--- src/rtl/rxdma_pkg.sv ---
package rxdma_pkg;
    parameter int ADDR_W = 16;
    parameter int LEN_W  = 8;
    parameter int DATA_W = 8;
    parameter int LVL_W  = 5;
    parameter int NBUF   = 2;

    typedef logic [ADDR_W-1:0] addr_t;
    typedef logic [LEN_W-1:0]  off_t;
    typedef logic [LVL_W-1:0]  lvl_t;

    typedef enum logic { BUF_A = 1'b0, BUF_B = 1'b1 } buf_sel_t;

    typedef struct packed {
        logic [DATA_W-1:0] data;
        logic              perr;
        logic              ferr;
    } rx_char_t;

    typedef struct packed {
        addr_t base;
        off_t  len;
        logic  rdy;
    } chan_cfg_t;

    typedef struct packed {
        logic vld;
        off_t off;
    } err_rec_t;

    function automatic logic char_bad(rx_char_t c);
        return c.perr | c.ferr;
    endfunction

    function automatic off_t ovf_pos(off_t cur, lvl_t lvl);
        return off_t'(cur + off_t'(lvl));
    endfunction

    function automatic buf_sel_t other_buf(buf_sel_t b);
        return (b == BUF_A) ? BUF_B : BUF_A;
    endfunction
endpackage

--- src/rtl/rxdma_chan.sv ---
module rxdma_chan
    import rxdma_pkg::*;
(
    input  logic      clk,
    input  logic      rst,
    input  logic      load,
    input  addr_t     base_in,
    input  off_t      len_in,
    input  logic      consume,
    input  logic      last,
    input  logic      line_err,
    input  logic      ovf_hit,
    input  off_t      cur_off,
    input  off_t      ovf_off,
    output logic      load_acc,
    output chan_cfg_t cfg,
    output err_rec_t  err
);
    assign load_acc = load && !cfg.rdy && (len_in != '0);

    always_ff @(posedge clk) begin
        if (rst) begin
            cfg <= '0;
        end else if (load_acc) begin
            cfg.base <= base_in;
            cfg.len  <= len_in;
            cfg.rdy  <= 1'b1;
        end else if (consume && last) begin
            cfg.rdy  <= 1'b0;
        end
    end

    always_ff @(posedge clk) begin
        if (rst) begin
            err <= '0;
        end else if (load_acc) begin
            err <= '0;
        end else if (!err.vld) begin
            if (consume && line_err) begin
                err.vld <= 1'b1;
                err.off <= cur_off;
            end else if (ovf_hit) begin
                err.vld <= 1'b1;
                err.off <= ovf_off;
            end
        end
    end


    first_line_err_chk: assert property (@(posedge clk) disable iff (rst)
        (consume && line_err && !err.vld) |=> (err.vld && err.off == $past(cur_off)));


    hold_err_chk: assert property (@(posedge clk) disable iff (rst)
        (err.vld && !load_acc) |=> $stable(err));
endmodule

--- src/rtl/rxdma_seq.sv ---
module rxdma_seq
    import rxdma_pkg::*;
(
    input  logic      clk,
    input  logic      rst,
    input  chan_cfg_t cfg_a,
    input  chan_cfg_t cfg_b,
    input  logic      fifo_valid,
    input  logic      mem_ready,
    output buf_sel_t  act,
    output off_t      off,
    output logic      act_rdy,
    output logic      mem_valid,
    output addr_t     mem_addr,
    output logic      pop,
    output logic      last
);
    chan_cfg_t cur;

    always_comb begin
        cur       = (act == BUF_A) ? cfg_a : cfg_b;
        act_rdy   = cur.rdy;
        mem_valid = act_rdy && fifo_valid;
        mem_addr  = addr_t'(cur.base + addr_t'(off));
        pop       = mem_valid && mem_ready;
        last      = (off == off_t'(cur.len - 1'b1));
    end

    always_ff @(posedge clk) begin
        if (rst) begin
            act <= BUF_A;
            off <= '0;
        end else if (pop) begin
            if (last) begin
                act <= other_buf(act);
                off <= '0;
            end else begin
                off <= off_t'(off + 1'b1);
            end
        end
    end


    off_step_chk: assert property (@(posedge clk) disable iff (rst)
        (pop && !last) |=> (off == off_t'($past(off) + 1'b1)));


    buf_switch_chk: assert property (@(posedge clk) disable iff (rst)
        (pop && last) |=> (off == '0 && act != $past(act)));
endmodule

--- src/rtl/rxdma_ovf.sv ---
module rxdma_ovf (
    input  logic clk,
    input  logic rst,
    input  logic ovf_event,
    input  logic any_load,
    output logic irq,
    output logic flag
);
    always_ff @(posedge clk) begin
        if (rst) begin
            irq  <= 1'b0;
            flag <= 1'b0;
        end else begin
            irq <= ovf_event;
            if (ovf_event)     flag <= 1'b1;
            else if (any_load) flag <= 1'b0;
        end
    end


    ovf_signal_chk: assert property (@(posedge clk) disable iff (rst)
        ovf_event |=> (irq && flag));
endmodule

--- src/rtl/rx_err_dma.sv ---
module rx_err_dma
    import rxdma_pkg::*;
(
    input  logic              clk,
    input  logic              rst,
    input  logic              load_a,
    input  logic              load_b,
    input  logic [ADDR_W-1:0] cfg_base,
    input  logic [LEN_W-1:0]  cfg_len,
    input  logic              fifo_valid,
    input  logic [DATA_W-1:0] fifo_data,
    input  logic              fifo_perr,
    input  logic              fifo_ferr,
    input  logic [LVL_W-1:0]  fifo_level,
    output logic              fifo_pop,
    input  logic              ovf_event,
    output logic              mem_valid,
    output logic [ADDR_W-1:0] mem_addr,
    output logic [DATA_W-1:0] mem_data,
    input  logic              mem_ready,
    output logic              rdy_a,
    output logic              rdy_b,
    output logic              err_vld_a,
    output logic [LEN_W-1:0]  err_off_a,
    output logic              err_vld_b,
    output logic [LEN_W-1:0]  err_off_b,
    output logic              act_buf,
    output logic              ovf_irq,
    output logic              ovf_flag
);
    rx_char_t  head;
    chan_cfg_t cfg      [NBUF];
    err_rec_t  err      [NBUF];
    logic      load_acc [NBUF];
    logic      load_req [NBUF];
    buf_sel_t  act;
    off_t      off;
    logic      act_rdy, pop, last, bad;
    off_t      ovf_off;

    assign head     = '{data: fifo_data, perr: fifo_perr, ferr: fifo_ferr};
    assign bad      = char_bad(head);
    assign ovf_off  = ovf_pos(off, lvl_t'(fifo_level));
    assign load_req[0] = load_a;
    assign load_req[1] = load_b;

    rxdma_seq u_seq (
        .clk       (clk),
        .rst       (rst),
        .cfg_a     (cfg[0]),
        .cfg_b     (cfg[1]),
        .fifo_valid(fifo_valid),
        .mem_ready (mem_ready),
        .act       (act),
        .off       (off),
        .act_rdy   (act_rdy),
        .mem_valid (mem_valid),
        .mem_addr  (mem_addr),
        .pop       (pop),
        .last      (last)
    );

    for (genvar i = 0; i < NBUF; i++) begin : g_chan
        logic sel;
        assign sel = (act == buf_sel_t'(i));
        rxdma_chan u_chan (
            .clk     (clk),
            .rst     (rst),
            .load    (load_req[i]),
            .base_in (cfg_base),
            .len_in  (cfg_len),
            .consume (pop && sel),
            .last    (last),
            .line_err(bad),
            .ovf_hit (ovf_event && sel && act_rdy),
            .cur_off (off),
            .ovf_off (ovf_off),
            .load_acc(load_acc[i]),
            .cfg     (cfg[i]),
            .err     (err[i])
        );
    end

    rxdma_ovf u_ovf (
        .clk      (clk),
        .rst      (rst),
        .ovf_event(ovf_event),
        .any_load (load_acc[0] || load_acc[1]),
        .irq      (ovf_irq),
        .flag     (ovf_flag)
    );

    assign fifo_pop  = pop;
    assign mem_data  = head.data;
    assign rdy_a     = cfg[0].rdy;
    assign rdy_b     = cfg[1].rdy;
    assign err_vld_a = err[0].vld;
    assign err_off_a = err[0].off;
    assign err_vld_b = err[1].vld;
    assign err_off_b = err[1].off;
    assign act_buf   = act;


    stall_chk: assert property (@(posedge clk) disable iff (rst)
        ((act == BUF_A && !rdy_a) || (act == BUF_B && !rdy_b)) |-> !fifo_pop);


    load_arm_chk: assert property (@(posedge clk) disable iff (rst)
        (load_a && !rdy_a && cfg_len != '0) |=> (rdy_a && !err_vld_a));
endmodule

--- config.mk ---
export PLATFORM = sky130hd
export DESIGN_NAME = rx_err_dma
export DESIGN_NICKNAME = d
export VERILOG_FILES = /design/src/rtl/rxdma_pkg.sv /design/src/rtl/rxdma_chan.sv /design/src/rtl/rxdma_seq.sv /design/src/rtl/rxdma_ovf.sv /design/src/rtl/rx_err_dma.sv
export SDC_FILE = /design/constraint.sdc
export NUM_CORES = 1
export LEC_CHECK = 0
export BUFFER_PORTS_ARGS = -buffer_cell sky130_fd_sc_hd__buf_2
export CAP_MARGIN = 0
export CORE_UTILIZATION = 59
export DETAILED_ROUTE_END_ITERATION = 12
export GPL_TIMING_DRIVEN = 0
export PLACE_DENSITY_LB_ADDON = 0.2
export SYNTH_ARGS = -nofsm -noshare
export SYNTH_HDL_FRONTEND = slang
export SYNTH_SLANG_ARGS = --single-unit
--- constraint.sdc ---
create_clock -name clk -period 6.8 [get_ports clk]
set_input_delay 1.02 -clock clk [delete_from_list [all_inputs] [get_ports clk]]
set_output_delay 1.02 -clock clk [all_outputs]
set_load 0.02 [all_outputs]
==> flow_metrics.tcl <==
set metrics [dict create \
    fin_crit_sh_pct 86.07 \
    yosys.area_share.simple_pct 21.11 \
    firstDrtPassIters 5 \
    setup_viol 0 \
    ys_ff_latch 79 \
    power.total_w 0.001061 \
    via_count 4396 \
    final-max-slew-violation-count 0 \
    dieWidth_um 87.92 \
    synth_edf_count 0 \
    synth_top_family_by_area "simple AND/OR/NAND/NOR gates" \
    htreeDepth 3 \
    root_buffer "clkbuf_8" \
    finalSetupTns_ns 0 \
    min_from "g_chan[0].u_chan.cfg[22]$_SDFFE_PP0P_" \
    synthAdderAreaFrac_pct 5.228 \
    reg2reg_from "u_seq.act$_SDFFE_PP0P_" \
    grt_use_total_pct 32.57 \
    core.rowCount 30 \
    numCtsBuffers 9 \
    dp_hpwl_um 8787 \
    cts_tree "done" \
    yosysWarnings 0 \
    start_util_pct 62.72 \
    synthMuxAreaShare_pct 6.119 \
    route.detailed.drc 0 \
    synth_nets 606 \
    final_net_count 702 \
    holdPathStages 2 \
    worstMarginPinSlew_ns 0.8604 \
    ys_async_sr_fraction_pct 0 \
    rsz0062_at_grt "no" \
    postCtsSetupRepairBufs 0 \
    ys_seq_area_share_pct 36.31 \
    ctsHoldBuffers 0 \
    synthFlopType "dfxtp_1" \
    criticalPathCategory "flop to output pin" \
    clk_path_buf_depth 2 \
    grt_max_degree 14 \
    die_area_um2 7730 \
    hold_class "flop to flop" \
    grt_pass1_wl_um 19210 \
    antenna_found_initial 0 \
    max_slew_margin_pct 41.88 \
    fmax_mhz 170.9 \
    synth_most_common_cell "nand2_1" \
    powerDensity_nw_per_um2 207.2 \
    grt_overflow 0 \
    period_minus_slack_ns 5.853 \
    cts.repair.resized 0 \
    wl_um 11980 \
    synth_largest_area_cell "dfxtp_1" \
    drt-initial-drc-count 313 \
    ant_nets 0 \
    end_kind "output pin" \
    syn-cell-area_um2 4355 \
    critPathLaunch "u_seq.act$_SDFFE_PP0P_" \
    synth_commonest_cells "nand2_1 (108), dfxtp_1 (79), a21oi_1 (69)" \
    peakVddDrop_v 0.0001195 \
    synth-xor-area-share_pct 6.636 \
    clk_pin_slew_ns 0.09 \
    synth_cell_types 56 \
    place.gp.congestion 0.8879 \
    rr_worst_depth 13 \
    cts.sink_count 79 \
    clock_latency_ns 0.36 \
    fillers 581 \
    synth.area.top_cells "dfxtp_1 (36%), nand2_1 (9.3%), a21oi_1 (7.9%)" \
    p_leak_nw 2.118 \
    coreArea_um2 6944 \
    required_ns 5.78 \
    syn_area_per_cell_um2 8.021 \
    cp-start-kind "flop" \
    cp_max_fo 10 \
    maxCapViolations 0 \
    arrival_ns 4.83 \
    fp.dieH_um 87.92 \
    via_per_inst 5.949 \
    num_io_pins 95 \
    yosysTopAreaCellShare_pct 36.31 \
    wl_per_cell_um 16.21 \
    io_buffers 85 \
    status "finished, final reports clean" \
    final_layout_size_suffix_gt1_share_pct 20.06 \
    area_growth_pct 17.58 \
    skew_ns 0.01329 \
    netlist_instances 543 \
    antenna_cells 0 \
    finalHoldViolCount 0 \
    grt_pass1_vias 4165 \
    synth_compound_area_share_pct 19.51 \
]
[sequential cells by signal, summed over array words and instances (netlist names)]
signal,flops
g_chan.u_chan.err,18
u_ovf.irq,1
g_chan.u_chan.cfg,50
u_ovf.flag,1
u_seq.off,8
u_seq.act,1
[worst max-delay path, stage by stage (launching register included)]
cell and delay (ns):
dfxtp_1 0.35, buf_6 0.16, buf_2 0.25, buf_2 0.30
buf_2 0.35, buf_1 0.56, mux2_2 0.41, ha_1 0.31
nor2b_1 0.14, o21ai_0 0.19, a21boi_0 0.19, o31ai_1 0.64
a21oi_1 0.22, a2bb2oi_1 0.21, buf_2 0.19
[worst paths after layout]
check                                           to  slack (ns)
max                                   mem_addr[10]        0.95
min          g_chan[0].u_chan.cfg[22]$_SDFFE_PP0P_        0.46
max reg2reg                 u_seq.act$_SDFFE_PP0P_        2.63
min reg2reg  g_chan[0].u_chan.cfg[22]$_SDFFE_PP0P_        0.46
[cell families (layout without fill, tap and decap cells)]
logic type / after synthesis / count (layout)
xor gates and xnor gates: 33 / 33
and+or+nand+nor: 204 / 204
AOI/OAI and AO/OA: 138 / 138
buffers and inverters: 47 / 147
DFF: 79 / 79
adders and majority gates: 17 / 17
muxes: 25 / 25
[layout by cell type, fill, tap and decap left out, types with 3 or more instances in the layout]
cell / synthesis / layout
a211oi_1: 16 / 16
a21o_1: 3 / 3
a21oi_1: 69 / 69
a22oi_1: 13 / 13
and2_1: 3 / 3
and3_1: 3 / 3
buf_2: 3 / 88
buf_4: 9 / 9
clkbuf_1: 22 / 22
clkbuf_8: 0 / 10
dfxtp_1: 79 / 79
ha_1: 15 / 15
inv_1: 10 / 10
mux2_2: 9 / 9
mux2i_1: 15 / 15
nand2_1: 108 / 108
nand2b_1: 3 / 3
nand3_1: 5 / 5
nand3b_1: 3 / 3
nand4_1: 4 / 4
nor2_1: 36 / 36
nor2b_1: 5 / 5
nor3_1: 18 / 18
nor4_1: 3 / 3
o21a_1: 3 / 3
o21ai_0: 13 / 13
xnor2_1: 22 / 22
xor2_1: 11 / 11
[where the power goes]
| group | internal, W | switching [W] |
|---|---|---|
| combinational | 0.0000636 | 0.000104 |
| sequential | 0.000485 | 0.0000174 |
| clock | 0.000215 | 0.000176 |
| total | 0.000764 | 0.000298 |
[routing by layer]
metal / track usage [%] / vias up / routed length [µm]
li1: - / 2090 / -
met1: 39.43 / 2081 / 5021
met2: 57.43 / 189 / 5938
met3: 4.241 / 36 / 715
met4: 14.75 / 0 / 303
met5: 0 / - / 0
[through the flow]
stage	cell area (µm²)	util, %	cells	worst slack [ns]	hold slack (ns)
CTS	5121	73.75	739	1.043	0.4585
detailed placement	4901	70.58	724	1.462	0.4468
global route	5121	73.75	739	0.6169	0.4672
finish	5121	73.75	739	0.9473	0.4585
global placement	4901	70.58	724	1.526	0.4390
floorplan	4355	-	543	2.076	0.4329
[final cells by class]
cell class	instances	area, µm²	share of cell area (%)
plain buffers	37	183.9	3.591
clock buffers	10	137.6	2.688
clock inverters	5	82.58	1.613
inverters	10	37.54	0.7330
multi-input cells	417	2552	49.84
flip-flops and latches	79	1582	30.88
well taps	96	120.1	2.345
repair buffers	85	425.4	8.307
No activity file was read; power rests on OpenSTA's default activity.
